[src/rtl/strip_seq.sv]
module strip_seq #(
  parameter int MVL = 64,
  parameter int NW  = 16,
  localparam int LW = $clog2(MVL + 1)
) (
  input  logic          clk,
  input  logic          rst_n,
  input  logic          start,
  input  logic [NW-1:0] total_len,
  input  logic          pc_ready,
  output logic          pc_valid,
  output logic [NW-1:0] pc_base,
  output logic [LW-1:0] pc_len,
  output logic          done
);

  localparam logic [NW-1:0] MVL_N = NW'(MVL);
  localparam logic [LW-1:0] MVL_L = LW'(MVL);

  logic          busy_q;
  logic          done_q;
  logic [NW-1:0] base_q;
  logic [LW-1:0] len_q;
  logic [NW-1:0] left_q;

  logic [NW-1:0] rem_w;
  logic [NW-1:0] quo_w;
  logic          take;
  logic          accept;

  assign rem_w  = total_len % MVL_N;
  assign quo_w  = total_len / MVL_N;
  assign take   = start && !busy_q;
  assign accept = busy_q && pc_ready;

  always_ff @(posedge clk) begin
    if (!rst_n) begin
      busy_q <= 1'b0;
      done_q <= 1'b0;
      base_q <= '0;
      len_q  <= '0;
      left_q <= '0;
    end else begin
      done_q <= 1'b0;
      if (take) begin
        base_q <= '0;
        if (rem_w != '0) begin
          busy_q <= 1'b1;
          len_q  <= LW'(rem_w);
          left_q <= quo_w;
        end else if (quo_w != '0) begin
          busy_q <= 1'b1;
          len_q  <= MVL_L;
          left_q <= quo_w - 1'b1;
        end else begin
          done_q <= 1'b1;
        end
      end else if (accept) begin
        if (left_q != '0) begin
          base_q <= base_q + NW'(len_q);
          len_q  <= MVL_L;
          left_q <= left_q - 1'b1;
        end else begin
          busy_q <= 1'b0;
          done_q <= 1'b1;
        end
      end
    end
  end

  assign pc_valid = busy_q;
  assign pc_base  = base_q;
  assign pc_len   = len_q;
  assign done     = done_q;

endmodule

[config.mk]
export PLATFORM = sky130hd
export DESIGN_NAME = strip_seq
export DESIGN_NICKNAME = d
export VERILOG_FILES = /design/src/rtl/strip_seq.sv
export SDC_FILE = /design/constraint.sdc
export NUM_CORES = 1
export LEC_CHECK = 0
export BUFFER_PORTS_ARGS = -buffer_cell sky130_fd_sc_hd__buf_4
export CAP_MARGIN = 15
export CORE_MARGIN = 4
export CORE_UTILIZATION = 55
export CTS_CLUSTER_DIAMETER = 150
export DETAILED_ROUTE_END_ITERATION = 8
export PLACE_DENSITY = 0.75
export SYNTH_ARGS = -nofsm -noshare
export SYNTH_HDL_FRONTEND = slang
export SYNTH_SLANG_ARGS = --single-unit
export TNS_END_PERCENT = 50
[constraint.sdc]
create_clock -name clk -period 4.9 [get_ports clk]
set_input_delay 0.49 -clock clk [delete_from_list [all_inputs] [get_ports clk]]
set_output_delay 0.49 -clock clk [all_outputs]
set_load 0.005 [all_outputs]
# Yosys cells after proc, flatten, opt, wreduce, memory -nomap -nowiden
# Cells that the tools add are included.
word_totals:
  reg_bits: 41
  input_bits: 20
  word_cells: 43
classes:
  add_sub_neg: 3
  eq_ne: 2
  muxes: 20
  bitwise_logic: 1
  n_reduce_logical: 12
ops:
  columns: ["cell", "count"]
  rows:
  - ["2-to-1 mux 16 bit", 5]
  - ["nonzero test 16 bit", 3]
  - ["2-to-1 mux 7 bit", 5]
  - ["adder 16 x 7 -> 16 bit", 1]
  - ["subtractor 16 x 1 -> 16 bit (second input constant)", 1]
  - ["subtractor 10 x 1 -> 11 bit (second input constant)", 1]
  - ["2-to-1 mux 1 bit", 10]
  - ["AND reduction 3 bit", 2]
  - ["nonzero test 2 bit", 2]
  - ["!= test 3 x 1 -> 1 bit (second input constant)", 1]
  - ["logical AND 1 bit", 2]
  - ["!= test 2 bit (second input constant)", 1]
  - ["AND reduction 2 bit", 1]
  - ["OR reduction 2 bit", 1]
  - ["logical NOT 1 bit", 1]
  - ["inverter 1 bit", 1]

# Longest topological paths before layout
# Gate-level depths: netlist of the first run.
depth:
  word_depth: 4
  depth_mapped: 9

# Least setup slack after synthesis of the first run
# No wires, ideal clock.
synth_path:
  path_kind: "flip-flop to flip-flop"
  start: "register base_q[0] (netlist: pc_base[0])"
  end: "register base_q[8] (netlist: pc_base[8])"
  setup_time_ps: 72
  arrival_time_ps: 2213
  required_time_ps: 4828
  slack_ps: 2615
  path_stages_with_launch: 8
  path_buffers: 0
  period_less_slack_ps: 2285
  path_cell_list: "dfxtp_1 -> ha_1 -> fa_1 -> a21o_1 -> a21o_1 -> a2111oi_2 -> or4_1 -> mux2i_1"
synth_via:
  elab_chain_len: 1
synth_lines:
  columns: ["item", "line_no", "rtl"]
  rows:
  - ["start: declaration", "22", "logic [NW-1:0] base_q;"]
  - ["start signal: assignment", "60", "base_q <= base_q + NW'(len_q);"]
  - ["adder 16 x 7 -> 16 bit", "60", null]
# Every way passes these cells.
# A chain may end at the register's enable or synchronous reset.

# Worst setup path in the final report of the first run
layout_path:
  start: "register left_q[0]"
  end: "register left_q[9]"
layout_via:
  elab_chain_len: 4
  elab_cells_between_ends: 7
  cone_classes: "1 x add/sub; 3 x mux; 3 x reduce/logical"
layout_lines:
  columns: ["item", "line_no", "rtl"]
  rows:
  - ["start: declaration", "24", "logic [NW-1:0] left_q;"]
  - ["start signal: assignment", "50", "left_q <= quo_w;"]
  - ["start signal: assignment", "54", "left_q <= quo_w - 1'b1;"]
  - ["start signal: assignment", "62", "left_q <= left_q - 1'b1;"]
  - ["subtractor 16 x 1 -> 16 bit", "62", null]
  - ["2-to-1 mux 16 bit", "59", "if (left_q != '0) begin"]
  - ["2-to-1 mux 16 bit", "58", "end else if (accept) begin"]
  - ["2-to-1 mux 16 bit", "45", "if (take) begin"]
# Parallel ways exist; a longest one is shown, timed or not. The select of a mux whose other input is x is not followed.

==> results of run 1 <==
[metal layers]
| metal | vias to the layer above | global-route usage | wire length (µm) |
|---|---|---|---|
| met5 | - | 0 | 0 |
| met4 | 0 | 0.08247 | 125 |
| met3 | 9 | 0.04082 | 473 |
| met2 | 91 | 0.3998 | 3421 |
| met1 | 1285 | 0.3125 | 3181 |
| li1 | 1363 | - | - |
[flip-flops by register name, indices dropped and copies added, names as in the netlist]
register and cells:
pc_valid 1, pc_len 7, pc_base 16, done 1
left_q 16
[worst register-to-register path, cell delays in order (launching register included)]
cell     delay [ns]
dfxtp_1        0.35
inv_1          0.06
ha_1           0.19
nor4b_4        0.45
nand4_2        0.24
nand2_1        0.90
a22oi_1        0.22
o31a_1         0.34
[synthesized netlist by cell type (4+ instances only)]
master,count,area [µm²]
a211oi_1,5,37.54
a21o_1,4,30.03
a21oi_1,38,190.2
and2_1,4,25.02
buf_2,5,25.02
clkbuf_1,9,33.78
dfxtp_1,41,820.8
ha_1,10,125.1
inv_1,10,37.54
nand2_1,40,150.1
nand3_1,20,100.1
nand4_1,5,31.28
nor2_1,18,67.56
nor3_1,12,60.06
o21ai_0,13,65.06
o22ai_1,5,31.28
o31ai_1,8,60.06
o32ai_1,4,35.03
or3_1,6,37.54
or4_1,9,67.56
xnor2_1,6,52.55
[placed cells by master, fill, tap and decap left out, types with 2 or more instances in the layout]
cell type,netlist,layout
dfxtp_1,41,41
o32ai_1,4,4
inv_1,10,10
nor4_4,2,2
o31a_1,2,2
o21ai_0,13,13
o211ai_1,2,2
nand2_1,40,40
nor3_1,12,12
nand3_1,20,20
o21a_1,2,2
a31o_2,2,2
a41oi_1,2,2
o21bai_1,2,2
buf_4,3,45
or4_1,9,9
xnor2_1,6,6
o2111ai_1,2,2
o311ai_0,2,2
a32o_1,3,3
a211oi_1,5,5
or3_1,6,6
nor2_1,18,18
nand4_1,5,5
xor2_1,3,3
o31ai_1,8,8
a31oi_1,2,2
a21o_1,4,4
o221a_2,2,2
and2_1,4,4
nor4_2,2,2
a21oi_1,38,38
clkbuf_8,0,6
nand2b_1,2,2
a22oi_1,2,2
o22ai_1,5,5
ha_1,10,10
[how the worst min path moves through the flow]
stage	from	to	slack [ns]	depth (start not counted)
floorplan	left_q[15]	left_q[15]	0.44	2
finish	total_len[5]	pc_len[5]	0.45	3
CTS	total_len[4]	pc_len[4]	0.44	3
detailed placement	left_q[15]	left_q[15]	0.47	2
global route	total_len[5]	pc_len[5]	0.45	3
global placement	left_q[15]	left_q[15]	0.46	2
[power by group through the flow]
stage	combinational, µW	clock, µW	sequential (µW)
after global placement	305	0	398
after floorplan	237	0	392
final	314	287	392
after global routing	345	305	396
after detailed placement	309	0	399
after CTS	310	290	391
[final cells by class]
cell class / instances / area (µm²) / area share
Clock buffer: 7 / 86.33 / 0.02690
Clock inverter: 1 / 30.03 / 0.009357
Inverter: 10 / 37.54 / 0.01170
Multi-Input combinational cell: 271 / 1813 / 0.5649
Sequential cell: 41 / 820.8 / 0.2558
Tap cell: 67 / 83.83 / 0.02612
Timing Repair Buffer: 45 / 337.8 / 0.1053
[per-stage QoR]
stage,area [µm²],utilization,cells
2_1_floorplan,2775,-,341
3_3_place_gp,3093,0.6421,434
3_5_place_dp,3093,0.6421,434
4_1_cts,3209,0.6662,442
5_1_grt,3209,0.6662,442
6_report,3209,0.6662,442
[kinds of logic after synthesis]
group	Yosys count
AOI/OAI and AO/OA	113
xor gates and xnor gates	9
adders and majority gates	11
buffers and inverters	29
DFF	41
muxes	1
and+or+nand+nor	137
==> impl_results.md, run 1 <==
* Worst skew pair latency at 0.30 ns
* Synthesis-to-layout area growth at 15.64%
* DP Worst Slack at 2.098 ns
* Post-synthesis xor/xnor area fraction at 0.02840
* Post-synthesis mux area share at 0.003607
* Post-synthesis register bit count at 41
* R2R Path Start: left_q[0]
* Crit. End Element: flip-flop
* Worst Setup EP: left_q[9]
* Largest family of logic cells by synthesized area: simple AND/OR/NAND/NOR gates
* Num CTS Buffers at 5
* Internal power consumption at 653.3 µW
* Number of flops mapped to enable cells by yosys at 0
* DR iter-0 viols at 296
* Status: complete, no violations
* CP max stage cell: nand2_1
* Final period utilization at 0.5829
* Switching Fraction at 0.3418
* Drt first pass iters at 5
* Drt drc at 0
* Peak Freq at 0.3501 GHz
* Initial core utilization at 0.5761
* Synthesized area at 2775 µm²
* Crit path from: left_q[0]
* Peak supply drop at 0.1593 mV
* CTS tree: built
* CP max FO at 31
* Post-route ant nets at 0
* Leakage at 0.001199 µW
* Post-synthesis simple-gate area fraction at 0.2849
* RSZ-0062 raised after global routing: no
* Die W at 79.04 µm
* Final WL at 7201 µm
* Worst setup path class: flip-flop to flip-flop
* Fin nets at 405
* Final setup vio count at 0
* PnR Total Power at 992.5 µW
* Largest net degree at the start of global routing at 32
* # Post-CTS Setup Buffers at 0
* Average size of a mapped cell at 8.138 µm²
* Worst Tran Pin Value at 1.125 ns
* Hold_ws at 0.4495 ns
* Via count at 2748
* Slack of the critical path at 2.044 ns
* Die Ht at 79.04 µm
* Final setup TNS at 0 ns
* Overflow after GRT at 0
* Fin. Hold Viols at 0
* RR Endpoint: left_q[9]
* Logic depth of the worst path, buffers included at 7
* Compound-Gate Fraction of Synth Area at 0.2840
* Gr usage total at 0.2399
* I/O pins at 45
* # hold bufs at CTS at 0
* Max cap viols at 0
* Crit-path cells: inv_1 > ha_1 > nor4b_4 > nand4_2 > nand2_1 > a22oi_1 > o31a_1
* Startpoint Class: flip-flop
* R2r setup slk at 2.04 ns
* Sequential power share at 0.395
* # rows at 25
* CTS root buf: clkbuf_8
* Final slew viol count at 0
* Sw Pwr at 339.2 µW
* Initial antenna violation count at 0
* Post-CTS Resized at 0
* Core area at 4817 µm²
* Die area at 6247 µm²
* Vias in the first global route at 2506
* Global placer's final weighted congestion at 0.8972
* Hold Path Class: primary input to flip-flop
* Synth Instances at 341
* WL/cell at 16.29 µm
* Synth Area in Adders at 0.05230
* Crit path largest cell delay at 0.90 ns
* Synth Warn # at 0
* CP top delay family: simple AND/OR/NAND/NOR gates
* Top_reg_cell synth: dfxtp_1
* Data arrival, critical path at 3.05 ns
* Yosys cell types at 69
* Clock power frac at 0.289
* Register area share after synthesis at 0.2958
* Clock transition at path regs at 0.08 ns
* Worst r2r path cells at 7
* Diode count at 0
* Worst clock skew at 0.008122 ns
* Pwr/cell area at 309.2 nW/µm²
* Share of cells above drive strength 1 at 0.2053
* First-pass GRT wire length at 12040 µm
* H-tree depth at 2
* Fillers at 441
* Logic pwr share at 0.316
* Max clock buf depth at 2
* Fin crit period at 2.856 ns
* Async SR Flop Fraction at 0
* Critical path buffers and inverters at 1
* # clock sinks at 41
* Vias per cell at 6.217
* Worst EP required at 5.09 ns
* Port bufs at 44
* Syn Nets at 372
* Final HPWL DP at 5179 µm
* Slew HR at 0.2479
Power figures use the tool's default switching activity.
==> run 2: changes to the inputs <==
Settings changed: ABC_AREA set to 1.
Clock period 4.9 ns to 3 ns, I/O delays scaled along.
==> run 2 against run 1 <==
Cell count is 23% higher. Cell area rose by 0.82%. Sequential power rose by 59%. Clock power up 22%. Die area grew 0.93%. Synthesized cell count rose by 27%. Combinational power rose by 26%. Worst setup slack worse by 1.0 ns. Flip-flop and latch count stayed put. Clock-buffer cell count shrank 1. Fmax rose by 45%. Via count rose by 1.6%. Critical endpoint is now left_q[3].
==> impl_results.md, run 2 <==
* Worst skew pair latency at 0.28 ns
* Leakage at 0.001462 µW
* CTS root buf: clkbuf_8
* Vias in the first global route at 2408
* Worst setup path class: flip-flop to flip-flop
* Yosys cell types at 36
* Synth Warn # at 0
* Peak Freq at 0.5071 GHz
* I/O pins at 45
* Final WL at 6593 µm
* Die area at 6304 µm²
* Worst clock skew at 0.004500 ns
* Hold Path Class: primary input to flip-flop
* DP Worst Slack at 1.005 ns
* Commonest cells in the netlist: 91 x nand2_1, 75 x nor2_1, 41 x dfxtp_1
* Post-synthesis register bit count at 41
* Worst EP required at 3.22 ns
* Final slew viol count at 0
* Placed Cells at 534
* Post-CTS Resized at 0
* Final HPWL DP at 5085 µm
* Data arrival, critical path at 2.19 ns
* Initial core utilization at 0.5821
* DR iter-0 viols at 129
* RR Endpoint: left_q[3]
* Most common cell in the netlist: nand2_1
* Largest net degree at the start of global routing at 22
* Pwr/cell area at 422.9 nW/µm²
* Share of cells above drive strength 1 at 0.1937
* Synthesis-to-layout area growth at 15.39%
* Vias per cell at 5.149
* Drt drc at 0
* # hold bufs at CTS at 0
* Crit. End Element: flip-flop
* Initial antenna violation count at 0
* R2R Path Start: pc_valid
* Overflow after GRT at 0
* Slack of the critical path at 1.028 ns
* Worst r2r path cells at 7
* Register area share after synthesis at 0.2927
* First-pass GRT wire length at 11010 µm
* WHS Endpoint: pc_len[1]
* Fin. Hold Viols at 0
* Number of flops mapped to enable cells by yosys at 0
* Via count at 2791
* # rows at 25
* Final period utilization at 0.6573
* Most common cell after layout, fill and taps aside: nand2_1
* Worst Hold Launch: total_len[1]
* Post-route ant nets at 0
* Num CTS Buffers at 5
* Fin crit period at 1.972 ns
* CP max FO at 21
* Diode count at 0
* Fin nets at 505
* Global placer's final weighted congestion at 0.9041
* Status: complete, no violations
* Clock transition at path regs at 0.08 ns
* Slew HR at 0.4361
* Drt first pass iters at 5
* Gr usage total at 0.2143
* # clock sinks at 41
* CTS tree: built
* # Post-CTS Setup Buffers at 0
* Synth Instances at 432
* RSZ-0062 raised after global routing: no
* Startpoint Class: flip-flop
* WL/cell at 12.16 µm
* Non-Filler Instances at 542
* Async SR Flop Fraction at 0
* Fillers at 481
* R2r setup slk at 1.03 ns
* Syn Nets at 463
* Core area at 4817 µm²
* Peak supply drop at 0.3368 mV
* Top post-synthesis cells by area: dfxtp_1 29%, nand2_1 12%, nor2_1 10%, a21oi_1 5.7%, inv_1 5.4%
* Max clock buf depth at 2
* Final setup vio count at 0
* H-tree depth at 2
* Die W at 79.40 µm
* Port bufs at 44
* Most frequent cells in the layout: 91 x nand2_1, 75 x nor2_1, 45 x buf_4
* Worst Tran Pin Value at 0.8428 ns
* Synthesized area at 2804 µm²
* Hold depth at 3
* Largest area contributor in the netlist: dfxtp_1
* Max cap viols at 0
* Top cell type's share of synthesized area at 0.2927
* Top_reg_cell synth: dfxtp_1
* Final setup TNS at 0 ns
* Die Ht at 79.40 µm
* Average size of a mapped cell at 6.491 µm²
==> run 2: critical path, stage by stage (launching register included) <==
cell	delay (ns)
dfxtp_1	0.35
nor2_2	0.54
nand2_2	0.20
nand2_4	0.27
clkinv_2	0.27
nand2_1	0.12
nand2_1	0.05
nor2_1	0.09
==> run 2: where the power goes <==
group	switching (µW)	internal, µW
clock	187	162
sequential	41.3	581
combinational	248	149
==> run 2: layer usage <==
layer | routed length, µm | GRT usage | vias to the layer above
li1 | - | - | 1484
met1 | 3261 | 0.3148 | 1214
met5 | 0 | 0 | -
met2 | 2904 | 0.3367 | 91
met3 | 399 | 0.03160 | 2
met4 | 28 | 0.03436 | 0
==> run 2: final cells by class <==
type	count	area, µm²	share of cell area
multi-input cells	335	1737	0.5367
flip-flops and latches	41	820.8	0.2537
repair buffers	45	337.8	0.1044
inverters	46	173.9	0.05375
well taps	67	83.83	0.02591
clock buffers	6	72.57	0.02243
clock inverters	2	10.01	0.003094
==> run 2: how the worst max path moves through the flow <==
stage	startpoint	end	slack (ns)	cells after the start
2_1_floorplan	pc_base[0]	pc_base[14]	1.39	10
3_3_place_gp	rst_n	pc_base[2]	1.01	5
3_5_place_dp	rst_n	pc_base[2]	1.01	5
4_1_cts	pc_valid	left_q[3]	1.05	7
5_1_grt	pc_valid	left_q[4]	0.88	7
6_report	pc_valid	left_q[3]	1.03	7
==> run 2: cell families after synthesis <==
family          count (synthesis)  synth area share
flops                          41            0.2927
fa+ha+maj                      11           0.05176
simple gates                  235            0.3806
xor+xnor                        9           0.02811
compound gates                 80            0.1589
buf+inv                        56           0.08790
==> run 2: metrics by stage <==
stage / power [µW] / hold WS, ns / util / area [µm²]
finish: 1368 / 0.2987 / 0.6717 / 3236
global route: 1465 / 0.2886 / 0.6717 / 3236
CTS: 1376 / 0.2933 / 0.6717 / 3236
detailed placement: 1027 / 0.4911 / 0.6545 / 3153
global placement: 1025 / 0.4830 / 0.6545 / 3153
floorplan: 931.2 / 0.4418 / - / 2804
